### src/rtl/mei_pkg.sv
// Package: shared register map and source mapping for the multi-enable
// interrupt controller. Assumes at most 2 mask and 2 priority registers.
package mei_pkg;

    localparam int NO_SRC      = -1;
    localparam int N_MASK_REGS = 2;
    localparam int N_PRIO_REGS = 2;

    // Set address of mask register r.
    function automatic logic [31:0] mask_set_addr(input int r);
        return 32'h40 + 32'(r * 8);
    endfunction

    // Clear address of mask register r.
    function automatic logic [31:0] mask_clr_addr(input int r);
        return 32'h44 + 32'(r * 8);
    endfunction

    // Primary (set or plain) address of priority register r.
    function automatic logic [31:0] prio_set_addr(input int r);
        return (r == 0) ? 32'h20 : 32'h10;
    endfunction

    // Clear address of priority register r (only meaningful with a pair).
    function automatic logic [31:0] prio_clr_addr(input int r);
        return (r == 0) ? 32'h24 : 32'h14;
    endfunction

    // Whether priority register r has a set/clear pair.
    function automatic bit prio_has_clr(input int r);
        return r != 0;
    endfunction

    // Source gated by entry k (MSB first) of mask register r.
    function automatic int mask_src(input int r, input int k, input int n_src);
        int s;
        if (r == 0)      s = k;
        else if (k < 8)  s = 8 + k;
        else             s = NO_SRC;
        return (s >= 0 && s < n_src) ? s : NO_SRC;
    endfunction

    // Source gated by field f (MSB first) of priority register r.
    function automatic int prio_src(input int r, input int f, input int n_src);
        int s;
        if (r == 0)      s = f;
        else if (f < 4)  s = 12 + f;
        else             s = NO_SRC;
        return (s >= 0 && s < n_src) ? s : NO_SRC;
    endfunction

endpackage

### src/rtl/mei_cfg_reg.sv
// Module: one configuration register with either a set/clear address pair
// (OR on set, clear-on-one on clear) or a single plain-write address.
// Assumes addresses are compared on their low MATCH_W bits only.
module mei_cfg_reg #(
    parameter int          W        = 16,
    parameter int          MATCH_W  = 29,
    parameter logic [31:0] SET_ADDR = 32'h0,
    parameter logic [31:0] CLR_ADDR = 32'h4,
    parameter bit          HAS_CLR  = 1'b1
) (
    input  logic               clk,
    input  logic               rst_n,
    input  logic [MATCH_W-1:0] addr_i,
    input  logic               we_i,
    input  logic [W-1:0]       wdata_i,
    output logic [W-1:0]       value_o,
    output logic               hit_o
);

    localparam logic [MATCH_W-1:0] SET_M = SET_ADDR[MATCH_W-1:0];
    localparam logic [MATCH_W-1:0] CLR_M = CLR_ADDR[MATCH_W-1:0];

    logic set_hit;
    logic clr_hit;

    // Address match for each of the register's addresses.
    always_comb begin
        set_hit = (addr_i == SET_M);
        clr_hit = HAS_CLR && (addr_i == CLR_M);
        hit_o   = set_hit || clr_hit;
    end

    // Store update: plain overwrite, OR on set, clear-on-one on clear.
    always_ff @(posedge clk) begin
        if (!rst_n) begin
            value_o <= '0;
        end else if (we_i && set_hit) begin
            value_o <= HAS_CLR ? (value_o | wdata_i) : wdata_i;
        end else if (we_i && clr_hit) begin
            value_o <= value_o & ~wdata_i;
        end
    end

endmodule

### src/rtl/mei_enable_map.sv
// Module: folds every mask bit and priority field onto its source.
// A source is enabled only when all enables mapped to it are on.
// Assumes the mapping functions of mei_pkg; a source without any
// mapping is treated as always enabled.
module mei_enable_map
    import mei_pkg::*;
#(
    parameter int N_SRC   = 16,
    parameter int MASK_W  = 16,
    parameter int PRIO_W  = 32,
    parameter int FIELD_W = 4
) (
    input  logic [N_MASK_REGS-1:0][MASK_W-1:0] mask_i,
    input  logic [N_PRIO_REGS-1:0][PRIO_W-1:0] prio_i,
    output logic [N_SRC-1:0]                   en_o
);

    localparam int N_FIELDS = PRIO_W / FIELD_W;

    // AND together every enable assigned to each source.
    always_comb begin
        en_o = '1;
        for (int r = 0; r < N_MASK_REGS; r++) begin
            for (int k = 0; k < MASK_W; k++) begin
                for (int s = 0; s < N_SRC; s++) begin
                    if (mask_src(r, k, N_SRC) == s) begin
                        en_o[s] = en_o[s] & mask_i[r][MASK_W-1-k];
                    end
                end
            end
        end
        for (int r = 0; r < N_PRIO_REGS; r++) begin
            for (int f = 0; f < N_FIELDS; f++) begin
                for (int s = 0; s < N_SRC; s++) begin
                    if (prio_src(r, f, N_SRC) == s) begin
                        en_o[s] = en_o[s] &
                                  (|prio_i[r][PRIO_W-1-f*FIELD_W -: FIELD_W]);
                    end
                end
            end
        end
    end

endmodule

### src/rtl/mei_vec_pick.sv
// Module: returns the vector of the lowest-indexed pending source.
// Assumes vectors are VEC_BASE + index * VEC_STEP and fit VEC_W bits.
module mei_vec_pick #(
    parameter int N_SRC    = 16,
    parameter int VEC_W    = 12,
    parameter int VEC_BASE = 512,
    parameter int VEC_STEP = 32,
    parameter int IMASK_W  = 4
) (
    input  logic [N_SRC-1:0]   pend_i,
    input  logic [IMASK_W-1:0] imask_i,
    output logic               valid_o,
    output logic [VEC_W-1:0]   vec_o
);

    int idx;

    // Scan from the top so the lowest pending index wins.
    always_comb begin
        idx = 0;
        for (int i = N_SRC - 1; i >= 0; i--) begin
            if (pend_i[i]) idx = i;
        end
    end

    // Suppress the vector at the fully masked level or with nothing pending.
    always_comb begin
        valid_o = (|pend_i) && (imask_i != '1);
        vec_o   = valid_o ? VEC_W'(VEC_BASE + idx * VEC_STEP) : '0;
    end

endmodule

### src/rtl/mei_intc.sv
// Module: top of the multi-enable interrupt controller. Holds mask and
// priority registers, registers per-source pending state, drives the
// CPU request and serves vector lookups and register reads.
// Assumes a single-cycle bus and DATA_W no smaller than MASK_W or PRIO_W.
module mei_intc
    import mei_pkg::*;
#(
    parameter int N_SRC    = 16,
    parameter int ADDR_W   = 32,
    parameter int DATA_W   = 32,
    parameter int MATCH_W  = 29,
    parameter int MASK_W   = 16,
    parameter int PRIO_W   = 32,
    parameter int FIELD_W  = 4,
    parameter int VEC_W    = 12,
    parameter int VEC_BASE = 512,
    parameter int VEC_STEP = 32,
    parameter int IMASK_W  = 4
) (
    input  logic               clk,
    input  logic               rst_n,
    input  logic [ADDR_W-1:0]  bus_addr_i,
    input  logic               bus_we_i,
    input  logic [DATA_W-1:0]  bus_wdata_i,
    output logic [DATA_W-1:0]  bus_rdata_o,
    input  logic [N_SRC-1:0]   src_level_i,
    input  logic [IMASK_W-1:0] cpu_imask_i,
    output logic               irq_o,
    output logic               vec_valid_o,
    output logic [VEC_W-1:0]   vec_o
);

    localparam int CNT_W = $clog2(N_SRC + 1);

    logic [N_MASK_REGS-1:0][MASK_W-1:0] mask_q;
    logic [N_PRIO_REGS-1:0][PRIO_W-1:0] prio_q;
    logic [N_MASK_REGS-1:0]             mask_hit;
    logic [N_PRIO_REGS-1:0]             prio_hit;
    logic [N_SRC-1:0]                   src_en;
    logic [N_SRC-1:0]                   pend_q;
    logic [CNT_W-1:0]                   pend_cnt;
    logic [MATCH_W-1:0]                 addr_lo;
    logic                               unused_addr_hi;

    assign addr_lo        = bus_addr_i[MATCH_W-1:0];
    assign unused_addr_hi = ^bus_addr_i[ADDR_W-1:MATCH_W];

    for (genvar r = 0; r < N_MASK_REGS; r++) begin : g_mask
        mei_cfg_reg #(
            .W        (MASK_W),
            .MATCH_W  (MATCH_W),
            .SET_ADDR (mask_set_addr(r)),
            .CLR_ADDR (mask_clr_addr(r)),
            .HAS_CLR  (1'b1)
        ) u_reg (
            .clk     (clk),
            .rst_n   (rst_n),
            .addr_i  (addr_lo),
            .we_i    (bus_we_i),
            .wdata_i (bus_wdata_i[MASK_W-1:0]),
            .value_o (mask_q[r]),
            .hit_o   (mask_hit[r])
        );
    end

    for (genvar r = 0; r < N_PRIO_REGS; r++) begin : g_prio
        mei_cfg_reg #(
            .W        (PRIO_W),
            .MATCH_W  (MATCH_W),
            .SET_ADDR (prio_set_addr(r)),
            .CLR_ADDR (prio_clr_addr(r)),
            .HAS_CLR  (prio_has_clr(r))
        ) u_reg (
            .clk     (clk),
            .rst_n   (rst_n),
            .addr_i  (addr_lo),
            .we_i    (bus_we_i),
            .wdata_i (bus_wdata_i[PRIO_W-1:0]),
            .value_o (prio_q[r]),
            .hit_o   (prio_hit[r])
        );
    end

    mei_enable_map #(
        .N_SRC   (N_SRC),
        .MASK_W  (MASK_W),
        .PRIO_W  (PRIO_W),
        .FIELD_W (FIELD_W)
    ) u_map (
        .mask_i (mask_q),
        .prio_i (prio_q),
        .en_o   (src_en)
    );

    // Per-source pending: level high and every mapped enable on.
    always_ff @(posedge clk) begin
        if (!rst_n) pend_q <= '0;
        else        pend_q <= src_level_i & src_en;
    end

    // Pending count drives the CPU request.
    always_comb begin
        pend_cnt = CNT_W'($countones(pend_q));
        irq_o    = (pend_cnt != '0);
    end

    mei_vec_pick #(
        .N_SRC    (N_SRC),
        .VEC_W    (VEC_W),
        .VEC_BASE (VEC_BASE),
        .VEC_STEP (VEC_STEP),
        .IMASK_W  (IMASK_W)
    ) u_pick (
        .pend_i  (pend_q),
        .imask_i (cpu_imask_i),
        .valid_o (vec_valid_o),
        .vec_o   (vec_o)
    );

    // Read mux: stored value of the addressed register, zero otherwise.
    always_comb begin
        bus_rdata_o = '0;
        for (int r = 0; r < N_MASK_REGS; r++) begin
            if (mask_hit[r]) bus_rdata_o = DATA_W'(mask_q[r]);
        end
        for (int r = 0; r < N_PRIO_REGS; r++) begin
            if (prio_hit[r]) bus_rdata_o = DATA_W'(prio_q[r]);
        end
    end

endmodule

### config.mk
export PLATFORM = sky130hd
export DESIGN_NAME = mei_intc
export DESIGN_NICKNAME = d
export VERILOG_FILES = /design/src/rtl/mei_pkg.sv /design/src/rtl/mei_cfg_reg.sv /design/src/rtl/mei_enable_map.sv /design/src/rtl/mei_vec_pick.sv /design/src/rtl/mei_intc.sv
export SDC_FILE = /design/constraint.sdc
export NUM_CORES = 1
export LEC_CHECK = 0
export ABC_AREA = 1
export BUFFER_PORTS_ARGS = -buffer_cell sky130_fd_sc_hd__buf_2
export CAP_MARGIN = 15
export CORE_ASPECT_RATIO = 1.75
export CORE_UTILIZATION = 50
export DETAILED_ROUTE_END_ITERATION = 10
export MAX_ROUTING_LAYER = met4
export PLACE_DENSITY = 0.78
export SLEW_MARGIN = 25
export SYNTH_ARGS = -nofsm -noshare
export SYNTH_HDL_FRONTEND = slang
export SYNTH_HIERARCHICAL = 1
export SYNTH_SLANG_ARGS = --single-unit
### constraint.sdc
create_clock -name clk -period 3.4 [get_ports clk]
set_clock_uncertainty 0.1 [all_clocks]
set_input_delay 0.17 -clock clk [delete_from_list [all_inputs] [get_ports clk]]
set_output_delay 0.17 -clock clk [all_outputs]
set_load 0.005 [all_outputs]
Word level (Yosys, flattened, before mapping)
Index checks and enable logic that the tools add are counted.
- logic and storage cells: 113
- flip-flop bits (word level): 112
- output and inout bits: 46
- input port bits: 87
- reduce and logical (&&, ||, !) cells: 28
- multiplexer cells: 27
- equality and inequality tests: 8
- add/subtract/negate cells: 16
- bitwise gates (word level): 29
- operator list (kind ; count):
    2-to-1 mux 32 bit ; 5
    == test 29 x 7 -> 1 bit (second input constant) ; 4
    2-to-1 mux 16 bit ; 5
    2-to-1 mux 4 bit ; 16
    == test 29 x 5 -> 1 bit (second input constant) ; 2
    bitwise AND 16 bit ; 3
    OR reduction 4 bit ; 12
    bitwise AND 32 bit ; 1
    NOT 32 bit ; 1
    OR 16 bit ; 2
    OR 32 bit ; 1
    == test 29 x 6 -> 1 bit (second input constant) ; 1
    bitwise AND 1 bit ; 20
    adder 1 x 1 -> 2 bit ; 8
    NOT 16 bit ; 1
    OR reduction 16 bit ; 1
    adder 2 x 2 -> 3 bit ; 4
    2-to-1 mux 12 bit ; 1
    adder 10 x 9 -> 11 bit (first input constant) ; 1
    adder 3 x 3 -> 4 bit ; 2
    logical AND 1 bit ; 8
    nonzero test 2 bit ; 3
    adder 4 x 4 -> 5 bit ; 1
    nonzero test 5 bit ; 1
    other kinds (2) ; 4

Logic depth before layout (Yosys ltp)
Gate-level depths: netlist of the first run.
- word-level depth: 18
- mapped depth: 15
- depth with buffers taken out: 15

Cells and area by module
Netlist of the first run, hierarchy kept.
- modules (own cells, without submodules) (module ; times used ; seq. area each (µm²) ; area an instance (µm²) ; cells an instance):
    mei_intc ; 1 ; 320.3 ; 1761.7 ; 291
    mei_cfg_reg at g_prio[1].u_reg ; 1 ; 640.6 ; 1751.7 ; 295
    mei_cfg_reg at g_prio[0].u_reg ; 1 ; 640.6 ; 1624.1 ; 248
    mei_cfg_reg at g_mask[1].u_reg ; 1 ; 320.3 ; 948.4 ; 163
    mei_cfg_reg at g_mask[0].u_reg ; 1 ; 320.3 ; 940.9 ; 162
    mei_vec_pick ; 1 ; 0.0 ; 306.5 ; 64
    mei_enable_map ; 1 ; 0.0 ; 225.2 ; 56

Worst setup path after synthesis of the first run
No wires, ideal clock.
- path kind: reg-to-output
- start: register pend_q[5]
- end: output port irq_o
- path buffers: 0
- arrival time: 3363 ps
- cell stages (with the launch flop): 15
- slack: -233 ps
- data required time: 3130 ps
- cells stage by stage: dfxtp_1 -> inv_1 -> fa_1 -> inv_1 -> fa_1 -> fa_1 -> inv_1 -> fa_1 -> inv_1 -> ha_1 -> fa_1 -> nor2_1 -> nand2_1 -> nor2_1 -> nand2_1
- longest elaborated chain between the ends: 5
- RTL lines (element ; line ; RTL):
    start, declared ; mei_intc.sv:40 ; logic [N_SRC-1:0] pend_q;
    start signal, assigned ; mei_intc.sv:98 ; else pend_q <= src_level_i & src_en;
    adder 1 x 1 -> 2 bit (implied by the code) ; mei_intc.sv:103 ; pend_cnt = CNT_W'($countones(pend_q));
    adder 2 x 2 -> 3 bit (implied by the code) ; mei_intc.sv:103 ;
    adder 3 x 3 -> 4 bit (implied by the code) ; mei_intc.sv:103 ;
    adder 4 x 4 -> 5 bit (implied by the code) ; mei_intc.sv:103 ;
    nonzero test 5 bit ; mei_intc.sv:104 ; irq_o = (pend_cnt != '0);
    end, declared ; mei_intc.sv:28 ; output logic irq_o,
No other way between the ends.

Worst setup path after layout of the first run
- start: register pend_q[11]
- end: output port irq_o
The elaborated chain is that of the path after synthesis.

==> impl_metrics.env, run 1 <==
export IMPL_synth_cells=1279
export IMPL_arrival_ps=3860
export IMPL_vias=7972
export IMPL_slew_violations=0
export IMPL_violations="DRC, setup timing"
export IMPL_fin_crit_sh=1.21
export IMPL_clockBufferDepth=2
export IMPL_power_w=0.00270
export IMPL_status="complete, but fails checks"
export IMPL_cap_violations=0
export IMPL_fmax_mhz=242
export IMPL_synth_top_area_cell="dfxtp_1"
export IMPL_fillCellCount=1508
export IMPL_grt_pass1_wl_mm=33.2
export IMPL_maxSlewHeadroom=0.406
export IMPL_post_place_ws_ps=-389
export IMPL_drtIter0Drc=504
export IMPL_worstSkewPairLatency_ps=360
export IMPL_irDropWorstVdd_uv=221
export IMPL_synth_seq_cells=112
export IMPL_cts_htree_levels=3
export IMPL_wl_mm=21.1
export IMPL_mostFrequentLayoutCell="nand2_1"
export IMPL_drc=2
export IMPL_start_util=0.509
export IMPL_first_pass_iters=8
export IMPL_setup_ws_ps=-731
export IMPL_synthesis_area_um2=7560
export IMPL_yosysSeqAreaShare=0.297
export IMPL_area_growth_pct=14.7
export IMPL_hold_violations=0
export IMPL_coreArea_um2=14800
export IMPL_synth_edf_count=0
export IMPL_track_usage=0.282
export IMPL_synth_main_ff_cell="dfxtp_1"
export IMPL_clockRootBuffer="clkbuf_16"
export IMPL_cts_made_buffers=9
export IMPL_multi_input_area_um2=4010
export IMPL_avgSynthCellArea_um2=5.91
export IMPL_synth_area_leaders="dfxtp_1, nand2_1, nor2_1"
export IMPL_vias_per_cell=5.07
export IMPL_ys_warn_count=6
export IMPL_wl_per_cell_um=13.4
export IMPL_worst_pin_slew_ps=889
export IMPL_p_leak_nw=4.26
export IMPL_dieArea_um2=15600
export IMPL_seq_area_um2=2250
export IMPL_yosysTopAreaCellShare=0.297
export IMPL_powerDensity_nw_per_um2=311
export IMPL_drive_gt1_frac=0.146
export IMPL_async_flop_share=0
export IMPL_fin_nets=1485
export IMPL_antenna_found_initial=2
export IMPL_finalCriticalPeriod_ps=4130
export IMPL_crit_type="flip-flop to output port"
export IMPL_rsz0062_at_grt="yes"
export IMPL_die_y_um=165
export IMPL_cp_max_fo=2
export IMPL_synth_cell_type_count=28
export IMPL_grt_pass1_vias=7088
export IMPL_ant_nets=0
export IMPL_die_width_um=94.9
export IMPL_dpl_hpwl_mm=15.2
export IMPL_setup_viol=1
export IMPL_final_cell_mix="nand2_1, nor2_1, inv_1, nand3_1, buf_2"
export IMPL_grt_max_degree=93
export IMPL_clock_sink_count=112
export IMPL_worst_setup_path_end_kind="output port"
export IMPL_grt_ovfl_total=0
export IMPL_cts_tree="built"
export IMPL_rows=59
export IMPL_routabilityCongestion=0.826
export IMPL_worstPathRequired_ps=3130
export IMPL_portBuffers=122
export IMPL_hp_class="primary input to flip-flop"
export IMPL_start_kind="flip-flop"
export IMPL_clk_pin_slew_ps=70
export IMPL_io_pins=133
per-stage QoR:
stage / instances / hold slack (ps) / TNS, ps / area, um^2 / utilization
after floorplan: 1285 / 183 / -162 / 7590 / -
after global placement: 1539 / 299 / -346 / 8180 / 0.552
after detailed placement: 1539 / 299 / -389 / 8180 / 0.552
after CTS: 1571 / 23.2 / -753 / 8660 / 0.584
after global routing: 1573 / 47.3 / -850 / 8670 / 0.584
final: 1573 / 28.2 / -731 / 8670 / 0.584
final timing paths:
path / startpoint / endpoint / slack, ps / cells after the start
max: pend_q[11] / irq_o / -730 / 15
min: bus_wdata_i[21] / flip-flop / 30 / 4
max reg2reg: flip-flop / pend_q[13] / 2090 / 4
min reg2reg: flip-flop / flip-flop / 410 / 4
Yosys cell counts (all sizes together), types with 5 or more instances:
library cell  instances
nor4                  8
nand3               133
fa                   10
dfxtp               112
clkbuf               12
nand4                52
buf                  65
ha                    5
a21oi                80
inv                 224
nor2                234
nand2               335
cells by family after synthesis:
| group | count (synthesis) | share of synthesized area |
|---|---|---|
| AOI/OAI and AO/OA | 81 | 0.0591 |
| adders and majority gates | 15 | 0.0348 |
| buffers and inverters | 301 | 0.179 |
| DFF | 112 | 0.297 |
| other | 1 | 0.000496 |
| and+or+nand+nor | 769 | 0.430 |
worst max-delay path: stages, from the launching register on:
cell and delay, ps:
dfxtp_2 330, fa_1 550, inv_2 40, fa_1 490, inv_2 40, fa_1 490, inv_1 40, fa_1 470
inv_1 50, ha_2 180, fa_1 430, nor2_1 100, nand2_1 60, nor2_1 80, nand2_1 50, buf_2 120
cell type report:
class | count | share of cell area
Clock buffer | 11 | 0.0280
Timing Repair Buffer | 164 | 0.117
Inverter | 224 | 0.0975
Antenna cell | 2 | 0.000577
Tap cell | 183 | 0.0264
Multi-Input combinational cell | 872 | 0.462
Clock inverter | 5 | 0.00924
Sequential cell | 112 | 0.259
per-layer routing:
layer  global-route usage  part of all wire  vias to the layer above
met5                    -                 0                        -
met4                0.162             0.057                        0
met3               0.0488             0.055                       54
met2                0.501              0.51                      243
met1                0.285              0.38                     3565
li1                     -                 -                     4110
power breakdown:
group | internal (W) | leakage [nW] | total [W] | switching, W
Sequential | 0.00131 | 0.903 | 0.00131 | 0.00000000000243
Combinational | 0.0000778 | 3.20 | 0.000234 | 0.000157
Clock | 0.000665 | 0.152 | 0.00115 | 0.000486
timing repair:
| item | 4_1_cts | 5_1_grt |
|---|---|---|
| hold buffers | 15 | 0 |
| setup buffers | 1 | 0 |
| hold endpoints to repair | 15 | 0 |
| endpoints found under the setup margin | 1 | 1 |
| pin swaps | 1 | 0 |
| gates resized for setup | 1 | 2 |
(Power assumes the default switching activity.)
==> run 2: changes to the inputs <==
--- a/config.mk
+++ b/config.mk
@@ -13,6 +13,7 @@
 export DETAILED_ROUTE_END_ITERATION = 10
 export MAX_ROUTING_LAYER = met4
 export PLACE_DENSITY = 0.78
+export REMOVE_ABC_BUFFERS = 1
 export SLEW_MARGIN = 25
 export SYNTH_ARGS = -nofsm -noshare
 export SYNTH_HDL_FRONTEND = slang
==> impl_metrics.env, run 2 (synthesized netlist as in run 1, its figures left out) <==
export IMPL_drtIter0Drc=362
export IMPL_cts_tree="built"
export IMPL_rsz0062_at_grt="yes"
export IMPL_dieArea_um2=15600
export IMPL_fin_nets=1482
export IMPL_crit_buf_inv=5
export IMPL_multi_input_area_um2=4010
export IMPL_wl_per_cell_um=12.5
export IMPL_cts_made_buffers=9
export IMPL_worst_pin_slew_ps=874
export IMPL_final_cell_mix="nand2_1, nor2_1, inv_1, nand3_1, buf_2"
export IMPL_fin_crit_sh=1.22
export IMPL_dp_cells=1539
export IMPL_crit_top_cell="fa_1"
export IMPL_utilization=0.577
export IMPL_grt_ovfl_total=0
export IMPL_grt_max_degree=82
export IMPL_cts_htree_levels=3
export IMPL_hold_violations=0
export IMPL_setup_viol=1
export IMPL_final_cells=1569
export IMPL_arrival_ps=3880
export IMPL_p_leak_nw=4.22
export IMPL_clock_sink_count=112
export IMPL_cap_violations=0
export IMPL_crit_slowest_cell="fa_1"
export IMPL_ant_nets=0
export IMPL_vias=7873
export IMPL_crit_family="adder cells"
export IMPL_rows=59
export IMPL_fillCellCount=1517
export IMPL_coreArea_um2=14800
export IMPL_start_util=0.509
export IMPL_maxSlewHeadroom=0.417
export IMPL_timing_rr_end="pend_q[12]"
export IMPL_min_delay_start="src_level_i[1]"
export IMPL_crit_type="flip-flop to output port"
export IMPL_powerDensity_nw_per_um2=300
export IMPL_cp_slowest_stage_delay_ps=530
export IMPL_grt_pass1_vias=6950
export IMPL_first_pass_iters=5
export IMPL_start_kind="flip-flop"
export IMPL_clockBufferDepth=2
export IMPL_drive_gt1_frac=0.144
export IMPL_reg2reg_slack_ps=2350
export IMPL_r2r_cells=4
export IMPL_cp_max_fo=2
export IMPL_worstSkewPairLatency_ps=350
export IMPL_holdPathEnd="pend_q[1]"
export IMPL_violations="setup timing"
export IMPL_slew_violations=0
export IMPL_clockRootBuffer="clkbuf_16"
export IMPL_die_width_um=94.9
export IMPL_finalCriticalPeriod_ps=4150
export IMPL_antenna_found_initial=1
export IMPL_worst_setup_path_end_kind="output port"
export IMPL_portBuffers=122
export IMPL_hp_class="primary input to flip-flop"
export IMPL_routabilityCongestion=0.861
export IMPL_track_usage=0.261
export IMPL_path_cells="fa_1 -> inv_1 -> fa_1 -> inv_2 -> fa_1 -> inv_1 -> fa_1 -> inv_1 -> ha_2 -> fa_1 -> nor2_1 -> nand2_1 -> nor2_1 -> nand2_1 -> buf_2"
export IMPL_worstPathRequired_ps=3130
export IMPL_seq_area_um2=2240
export IMPL_mostFrequentLayoutCell="nand2_1"
export IMPL_die_y_um=165
export IMPL_status="complete, but fails checks"
export IMPL_dpl_hpwl_mm=13.9
export IMPL_area_growth_pct=13.3
export IMPL_fmax_mhz=241
export IMPL_clk_pin_slew_ps=70
export IMPL_wl_mm=19.6
export IMPL_fin_tns_setup_ps=-754
export IMPL_vias_per_cell=5.02
export IMPL_drc=0
export IMPL_grt_pass1_wl_mm=31.3
export IMPL_irDropWorstVdd_uv=197
export IMPL_io_pins=133
export IMPL_setup_ws_ps=-754
export IMPL_holdPathStages=3
[run 2: worst max-delay path by stage]
stage                     slack [ps]     to  startpoint  depth (start not counted)
final                           -750  irq_o  pend_q[11]                         15
after global routing            -930  irq_o  pend_q[11]                         15
after CTS                       -780  irq_o  pend_q[11]                         15
after global placement          -390  irq_o  pend_q[11]                         15
after floorplan                 -230  irq_o   pend_q[5]                         14
after detailed placement        -480  irq_o  pend_q[11]                         15
[run 2: cell type report]
| type | count | area share |
|---|---|---|
| timing repair buffer | 161 | 0.111 |
| sequential | 112 | 0.262 |
| clock buffer | 13 | 0.0316 |
| tap | 183 | 0.0267 |
| clock inverter | 3 | 0.00175 |
| inverter | 224 | 0.0988 |
| antenna | 1 | 0.000292 |
| multi-input combinational | 872 | 0.468 |
[run 2: layer usage]
layer  GRT usage  share of wire  wire length, um  up-vias
li1            -              -                -     4095
met1       0.289           0.40             7930     3540
met2       0.465           0.53            10300      196
met3      0.0272          0.037              728       42
met4       0.115          0.034              665        0
met5           -              0                0        -
[run 2: through the flow]
step / cell area, um^2 / setup WS, ps / hold WS (ps) / power (W)
2_1_floorplan: 7070 / -233 / 190 / 0.00140
3_3_place_gp: 8140 / -390 / 301 / 0.00156
3_5_place_dp: 8140 / -481 / 301 / 0.00156
4_1_cts: 8550 / -785 / 3.34 / 0.00259
5_1_grt: 8560 / -931 / 24.6 / 0.00266
6_report: 8560 / -754 / 20.9 / 0.00257
[run 2: timing repair]
item | in CTS | in global routing
buffers inserted | 1 | 0
pin swaps | 2 | 1
setup endpoints to repair | 1 | 1
resized for setup | 2 | 2
hold buffers | 11 | 1
endpoints found under the hold margin | 11 | 1
[run 2: where the power goes]
part | total, W | switching, W | internal [W]
sequential | 0.00131 | 0.00000000000222 | 0.00131
clock | 0.00103 | 0.000473 | 0.000555
combinational | 0.000231 | 0.000155 | 0.0000761
[run 2: worst min-delay path, cell delays in order]
cell,delay (ps)
buf_2,100
nand2_1,80
nor2_1,60
